File: src/rtl/wdt_pkg.sv
package wdt_pkg;
  localparam int CNT_W = 16;
  localparam int DIV_W = 16;

  localparam int OFS_STAT = 'h00;
  localparam int OFS_CTRL = 'h20;
  localparam int OFS_LOAD = 'h24;

  localparam int BIT_EN      = 7;
  localparam int BIT_RESTART = 9;
  localparam int DIV_LSB     = 16;
endpackage

File: src/rtl/wdt_regs.sv
module wdt_regs
  import wdt_pkg::*;
#(
  parameter int AW = 8
) (
  input  logic             clk_i,
  input  logic             rst_ni,
  input  logic [AW-1:0]    addr_i,
  input  logic             we_i,
  input  logic [31:0]      wdata_i,
  output logic [31:0]      rdata_o,
  output logic             en_o,
  output logic [DIV_W-1:0] div_o,
  output logic [CNT_W-1:0] load_val_o,
  output logic             reload_o
);
  localparam logic [AW-1:0] A_STAT = AW'(OFS_STAT);
  localparam logic [AW-1:0] A_CTRL = AW'(OFS_CTRL);
  localparam logic [AW-1:0] A_LOAD = AW'(OFS_LOAD);

  logic             en_q;
  logic [DIV_W-1:0] div_q;
  logic [CNT_W-1:0] load_q;
  logic             wr_stat, wr_ctrl, wr_load;

  assign wr_stat = we_i && (addr_i == A_STAT);
  assign wr_ctrl = we_i && (addr_i == A_CTRL);
  assign wr_load = we_i && (addr_i == A_LOAD);

  always_ff @(posedge clk_i or negedge rst_ni) begin
    if (!rst_ni) begin
      en_q   <= 1'b0;
      div_q  <= '0;
      load_q <= '0;
    end else begin
      if (wr_ctrl) begin
        en_q  <= wdata_i[BIT_EN];
        div_q <= wdata_i[DIV_LSB +: DIV_W];
      end
      if (wr_load) load_q <= wdata_i[CNT_W-1:0];
    end
  end

  // Reload on a kick, or when enable goes from 0 to 1.
  assign reload_o = (wr_stat && wdata_i[BIT_RESTART]) ||
                    (wr_ctrl && wdata_i[BIT_EN] && !en_q);

  always_comb begin
    rdata_o = '0;
    if (addr_i == A_CTRL) begin
      rdata_o[DIV_LSB +: DIV_W] = div_q;
      rdata_o[BIT_EN]           = en_q;
    end else if (addr_i == A_LOAD) begin
      rdata_o[CNT_W-1:0] = load_q;
    end
  end

  assign en_o       = en_q;
  assign div_o      = div_q;
  assign load_val_o = load_q;

  AST_STAT_READS_ZERO: assert property (@(posedge clk_i) disable iff (!rst_ni)
    (addr_i == A_STAT) |-> (rdata_o == 32'd0));
endmodule

File: src/rtl/wdt_prescaler.sv
module wdt_prescaler
  import wdt_pkg::*;
(
  input  logic             clk_i,
  input  logic             rst_ni,
  input  logic             en_i,
  input  logic             clr_i,
  input  logic [DIV_W-1:0] div_i,
  output logic             tick_o
);
  logic [DIV_W-1:0] pre_q;
  logic [DIV_W-1:0] div_eff;

  // A zero divisor behaves as 1.
  assign div_eff = (div_i == '0) ? DIV_W'(1) : div_i;
  // Use >= so that a smaller divisor written mid-period still wraps.
  assign tick_o  = en_i && !clr_i && (pre_q >= div_eff - DIV_W'(1));

  always_ff @(posedge clk_i or negedge rst_ni) begin
    if (!rst_ni)      pre_q <= '0;
    else if (clr_i)   pre_q <= '0;
    else if (en_i)    pre_q <= tick_o ? '0 : pre_q + DIV_W'(1);
  end

  AST_PRE_HOLD_OFF: assert property (@(posedge clk_i) disable iff (!rst_ni)
    (!en_i && !clr_i) |=> $stable(pre_q));
endmodule

File: src/rtl/wdt_downcnt.sv
module wdt_downcnt
  import wdt_pkg::*;
#(
  parameter int PULSE_LEN = 16
) (
  input  logic             clk_i,
  input  logic             rst_ni,
  input  logic             en_i,
  input  logic             load_i,
  input  logic [CNT_W-1:0] load_val_i,
  input  logic             tick_i,
  output logic             fire_o,
  output logic             req_o
);
  localparam int PW = $clog2(PULSE_LEN + 1);

  logic [CNT_W-1:0] cnt_q;
  logic             fired_q;
  logic [PW-1:0]    pul_q;

  assign fire_o = en_i && !load_i && !fired_q && (cnt_q == '0);

  always_ff @(posedge clk_i or negedge rst_ni) begin
    if (!rst_ni) begin
      cnt_q   <= '0;
      fired_q <= 1'b0;
    end else if (load_i) begin
      cnt_q   <= load_val_i;
      fired_q <= 1'b0;
    end else if (fire_o) begin
      fired_q <= 1'b1;
    end else if (en_i && tick_i && cnt_q != '0) begin
      cnt_q <= cnt_q - CNT_W'(1);
    end
  end

  always_ff @(posedge clk_i or negedge rst_ni) begin
    if (!rst_ni)             pul_q <= '0;
    else if (fire_o)         pul_q <= PW'(PULSE_LEN);
    else if (pul_q != '0)    pul_q <= pul_q - PW'(1);
  end

  assign req_o = (pul_q != '0);

  AST_REQ_NEEDS_EN: assert property (@(posedge clk_i) disable iff (!rst_ni)
    $rose(req_o) |-> $past(en_i));
  AST_CNT_HOLD_OFF: assert property (@(posedge clk_i) disable iff (!rst_ni)
    (!en_i && !load_i) |=> $stable(cnt_q));
  AST_CNT_NO_RISE: assert property (@(posedge clk_i) disable iff (!rst_ni)
    !load_i |=> (cnt_q <= $past(cnt_q)));
  AST_ONE_SHOT: assert property (@(posedge clk_i) disable iff (!rst_ni)
    (fired_q && !load_i) |=> !fire_o);
endmodule

File: src/rtl/wdt_cause.sv
module wdt_cause (
  input  logic clk_i,
  input  logic por_ni,
  input  logic set_i,
  output logic cause_o
);
  logic cause_q;

  always_ff @(posedge clk_i or negedge por_ni) begin
    if (!por_ni)     cause_q <= 1'b0;
    else if (set_i)  cause_q <= 1'b1;
  end

  assign cause_o = cause_q;

  AST_CAUSE_STICKY: assert property (@(posedge clk_i) disable iff (!por_ni)
    cause_q |=> cause_q);
endmodule

File: src/rtl/wdt_prescaled.sv
module wdt_prescaled
  import wdt_pkg::*;
#(
  parameter int AW        = 8,
  parameter int PULSE_LEN = 16
) (
  input  logic          clk_i,
  input  logic          rst_ni,
  input  logic          por_ni,
  input  logic [AW-1:0] addr_i,
  input  logic          we_i,
  input  logic [31:0]   wdata_i,
  output logic [31:0]   rdata_o,
  output logic          rst_req_o,
  output logic          cause_o
);
  logic             en, reload, tick, fire;
  logic [DIV_W-1:0] div;
  logic [CNT_W-1:0] load_val;

  wdt_regs #(.AW(AW)) u_regs (
    .clk_i, .rst_ni, .addr_i, .we_i, .wdata_i, .rdata_o,
    .en_o(en), .div_o(div), .load_val_o(load_val), .reload_o(reload)
  );

  wdt_prescaler u_pre (
    .clk_i, .rst_ni, .en_i(en), .clr_i(reload), .div_i(div), .tick_o(tick)
  );

  wdt_downcnt #(.PULSE_LEN(PULSE_LEN)) u_cnt (
    .clk_i, .rst_ni, .en_i(en), .load_i(reload), .load_val_i(load_val),
    .tick_i(tick), .fire_o(fire), .req_o(rst_req_o)
  );

  wdt_cause u_cause (
    .clk_i, .por_ni, .set_i(fire), .cause_o
  );

  AST_REQ_FLAGS_CAUSE: assert property (@(posedge clk_i) disable iff (!rst_ni || !por_ni)
    rst_req_o |-> cause_o);
endmodule

File: config.mk
export PLATFORM = sky130hd
export DESIGN_NAME = wdt_prescaled
export DESIGN_NICKNAME = d
export VERILOG_FILES = /design/src/rtl/wdt_pkg.sv /design/src/rtl/wdt_regs.sv /design/src/rtl/wdt_prescaler.sv /design/src/rtl/wdt_downcnt.sv /design/src/rtl/wdt_cause.sv /design/src/rtl/wdt_prescaled.sv
export SDC_FILE = /design/constraint.sdc
export NUM_CORES = 1
export LEC_CHECK = 0
export ABC_AREA = 1
export BUFFER_PORTS_ARGS = -buffer_cell sky130_fd_sc_hd__buf_2
export CORE_UTILIZATION = 50
export DETAILED_ROUTE_END_ITERATION = 8
export PLACE_DENSITY = 0.72
export SLEW_MARGIN = 30
export SYNTH_ARGS = -nofsm -noshare
export SYNTH_HDL_FRONTEND = slang
export SYNTH_SLANG_ARGS = --single-unit
File: constraint.sdc
create_clock -name clk_i -period 4.2 [get_ports clk_i]
set_input_delay 0 -clock clk_i [delete_from_list [all_inputs] [get_ports clk_i]]
set_output_delay 0 -clock clk_i [all_outputs]
set_load 0.03 [all_outputs]
==> impl_metrics.env <==
export IMPL_status="complete, no violations"
export IMPL_fillers=780
export IMPL_fin_tns_setup_ns=0
export IMPL_core_um2=8890
export IMPL_grt_max_degree=38
export IMPL_synthTopCellsByArea="dfrtp_1 39%, nand2_1 13%, inv_1 7.1%"
export IMPL_async_flop_share_pct=100
export IMPL_grt_pass1_vias=4318
export IMPL_dp_worst_setup_slack_ns=0.655
export IMPL_ys_ff_latch=72
export IMPL_seq_area_frac_synth_pct=38.5
export IMPL_initial_utilization_pct=52.6
export IMPL_synth_simple_area_share_pct=33.0
export IMPL_peakVddDrop_uv=230
export IMPL_multi_input_area_um2=2430
export IMPL_cts_made_buffers=9
export IMPL_fin_crit_ns=3.59
export IMPL_dieArea_um2=9740
export IMPL_regArea_um2=1800
export IMPL_maxCapViolations=0
export IMPL_crit_path_cell_trace="inv_1 -> nand2_1 -> nor3_1 -> nand3_1 -> nand2_1 -> inv_1 -> ha_1 -> nand2_1 -> nor3_1 -> nand2_1 -> nor3_1 -> xor2_1 -> inv_1 -> ha_1 -> nand2_1 -> o21ai_0 -> a21oi_1 -> nand2_1 -> nand2_1 -> nand2_1 -> nor2_1"
export IMPL_fmax_mhz=279
export IMPL_final_core_util_pct=63.9
export IMPL_antennaDiodeCount=0
export IMPL_fp_dieH_um=98.7
export IMPL_reg2reg_slack_ns=0.61
export IMPL_via_per_inst=5.13
export IMPL_drive_gt1_share_pct=15.7
export IMPL_numPortBuffers=77
export IMPL_cpMaxStageDelayCell="dfrtp_1"
export IMPL_fin_ws_ns=0.612
export IMPL_grt_pass1_wl_um=19600
export IMPL_worstSetupEndpointType="flip-flop"
export IMPL_drtAntennaViolNets=0
export IMPL_dp_hpwl_um=7900
export IMPL_hold_ws_ns=0.0294
export IMPL_clk_latency_ns=0.36
export IMPL_hold_violations=0
export IMPL_cts_tree="done"
export IMPL_worst_setup_path_type="flip-flop to flip-flop"
export IMPL_muxShareOfSynthArea_pct=0.214
export IMPL_die_w_um=98.7
export IMPL_critPathArrivalTime_ns=3.86
export IMPL_clockBufferDepth=2
export IMPL_synth_edf_count=0
export IMPL_grt_overflow=0
export IMPL_power_density_nw_per_um2=464
export IMPL_worstRegToRegCells=21
export IMPL_worstHoldEndpoint="u_regs.en_o$_DFFE_PN0P_"
export IMPL_cp_start_kind="flip-flop"
export IMPL_slew_headroom_pct=46.8
export IMPL_antenna_found_initial=0
export IMPL_wl_per_cell_um=12.9
export IMPL_syn_area_um2=4680
export IMPL_max_stage_delay_ns=0.40
export IMPL_cts_resized_gates=0
export IMPL_yosysTopAreaCell="dfrtp_1"
export IMPL_h_tree_depth=3
export IMPL_synth_top_flop_cell="dfrtp_1"
export IMPL_placementRows=34
export IMPL_synth_top_area_share_pct=38.5
export IMPL_nNetsFinal=818
export IMPL_finalPower_mw=2.63
export IMPL_postSynthAreaPerCell_um2=7.26
export IMPL_p_leak_nw=3.14
export IMPL_synth_compound_area_share_pct=7.28
export IMPL_synth_cell_types=35
export IMPL_synthCells=644
export IMPL_synth_most_common_cell="nand2_1"
export IMPL_place_gp_congestion=0.885
export IMPL_firstDrtPassIters=5
export IMPL_rsz0062_at_grt="false"
export IMPL_hold_depth=3
export IMPL_grt_total_usage_pct=25.0
export IMPL_drt_wl_total_um=11200
export IMPL_required_ns=4.48
export IMPL_vias=4444
export IMPL_clk_pin_slew_ns=0.08
export IMPL_yosys_top_cells_count="166 x nand2_1, 89 x inv_1, 89 x nor2_1, 72 x dfrtp_1, 48 x o21ai_0"
export IMPL_setup_viol=0
export IMPL_ys_warn_count=0
export IMPL_hp_class="input pin to flip-flop"
export IMPL_period_share_pct=85.4
export IMPL_r2r_end="u_pre.pre_q[7]$_DFFE_PN0P_"
export IMPL_drv_slew=0
export IMPL_syn_nets=709
export IMPL_drt_iter0_markers=191
export IMPL_pin_count=78
export IMPL_synth_xor_area_share_pct=5.81
export IMPL_cts_root_buf="clkbuf_8"
export IMPL_r2r_start="u_regs.div_o[4]$_DFFE_PN0P_"
export IMPL_syn2layout_area_growth_pct=21.5
export IMPL_synthAdderAreaFrac_pct=5.62
export IMPL_skew_ns=0.00744
export IMPL_crit_top_cell="nand2_1"
export IMPL_cts_num_sinks=72
export IMPL_holdCritStartpoint="we_i"
export IMPL_worst_slew_pin_slew_ns=0.797
export IMPL_drc=0
export IMPL_path_max_fanout=12
export IMPL_synth_top_family_by_area="simple AND/OR/NAND/NOR gates"
through the flow:
stage          std cells  area [um^2]
2_1_floorplan        644         4680
3_3_place_gp         815         5100
3_5_place_dp         815         5100
4_1_cts              866         5670
5_1_grt              866         5680
6_report             866         5680
power by group:
| group | internal (mW) | switching (mW) | leakage (nW) | total, mW |
|---|---|---|---|---|
| Sequential | 0.868 | 0.187 | 0.800 | 1.06 |
| Clock | 0.348 | 0.274 | 0.112 | 0.621 |
| Combinational | 0.396 | 0.559 | 2.22 | 0.956 |
routing by layer:
metal  global-route usage [%]  part of all wire (%)  routed length [um]  vias to the layer above
met5                        0                     0                   0                        -
met4                     8.73                   1.5                 163                        0
met3                     3.55                   4.7                 532                       14
met2                     41.9                    47                5300                      120
met1                     33.4                    46                5210                     2069
li1                         -                     -                   -                     2241
cell families after synthesis:
group / Yosys count
mux: 1
simple gates: 346
fa+ha+maj: 21
xor+xnor: 31
buf+inv: 107
compound gates: 66
flops: 72
worst max path at each step:
stage                                     start                           to  slack (ns)  depth (start not counted)
floorplan           u_regs.div_o[4]$_DFFE_PN0P_   u_cnt.cnt_q[6]$_DFFE_PN0P_        1.20                         23
global placement    u_regs.div_o[2]$_DFFE_PN0P_  u_cnt.cnt_q[10]$_DFFE_PN0P_        0.86                         22
detailed placement  u_regs.div_o[5]$_DFFE_PN0P_   u_pre.pre_q[8]$_DFFE_PN0P_        0.65                         21
CTS                 u_regs.div_o[5]$_DFFE_PN0P_   u_pre.pre_q[7]$_DFFE_PN0P_        0.62                         21
global route        u_regs.div_o[4]$_DFFE_PN0P_  u_pre.pre_q[11]$_DFFE_PN0P_         0.1                         21
finish              u_regs.div_o[4]$_DFFE_PN0P_   u_pre.pre_q[7]$_DFFE_PN0P_        0.61                         21
registers in the layout, summed over array words and instances, names as in the netlist:
signal,flops
u_cause.cause_o,1
u_cnt.cnt_q,16
u_cnt.fired_q,1
u_cnt.pul_q,5
u_pre.pre_q,16
u_regs.div_o,16
u_regs.en_o,1
u_regs.load_val_o,16
cell type report:
cell class                 instances  area share, %
clock buffer                      10           2.42
inverter                          92           6.12
timing repair buffer             113           13.1
sequential                        72           31.7
clock inverter                     6           1.45
multi-input combinational        465           42.8
tap                              108           2.38
cells in the final DEF (no fill, tap or decap), drive strengths merged, types with 3 or more instances in the layout:
master	count
a21oi	8
buf	78
clkbuf	10
clkinv	3
dfrtp	72
dlygate4sd3	35
ha	21
inv	92
nand2	171
nand3	48
nand4	10
nor2	97
nor3	13
o21ai	55
or2	3
xnor2	6
xor2	25
repair_timing:
| action | CTS | global route |
|---|---|---|
| hold buffers | 35 | 0 |
| endpoints found under the hold margin | 67 | 0 |
| buffers inserted | 0 | 0 |
critical path, delay by kind of cell (launching register included):
family | cells | cell delay [ns]
xor+xnor | 1 | 0.17
simple gates | 13 | 1.94
flops | 1 | 0.40
fa+ha+maj | 2 | 0.47
buf+inv | 3 | 0.22
compound gates | 2 | 0.30
(Power assumes the default switching activity.)
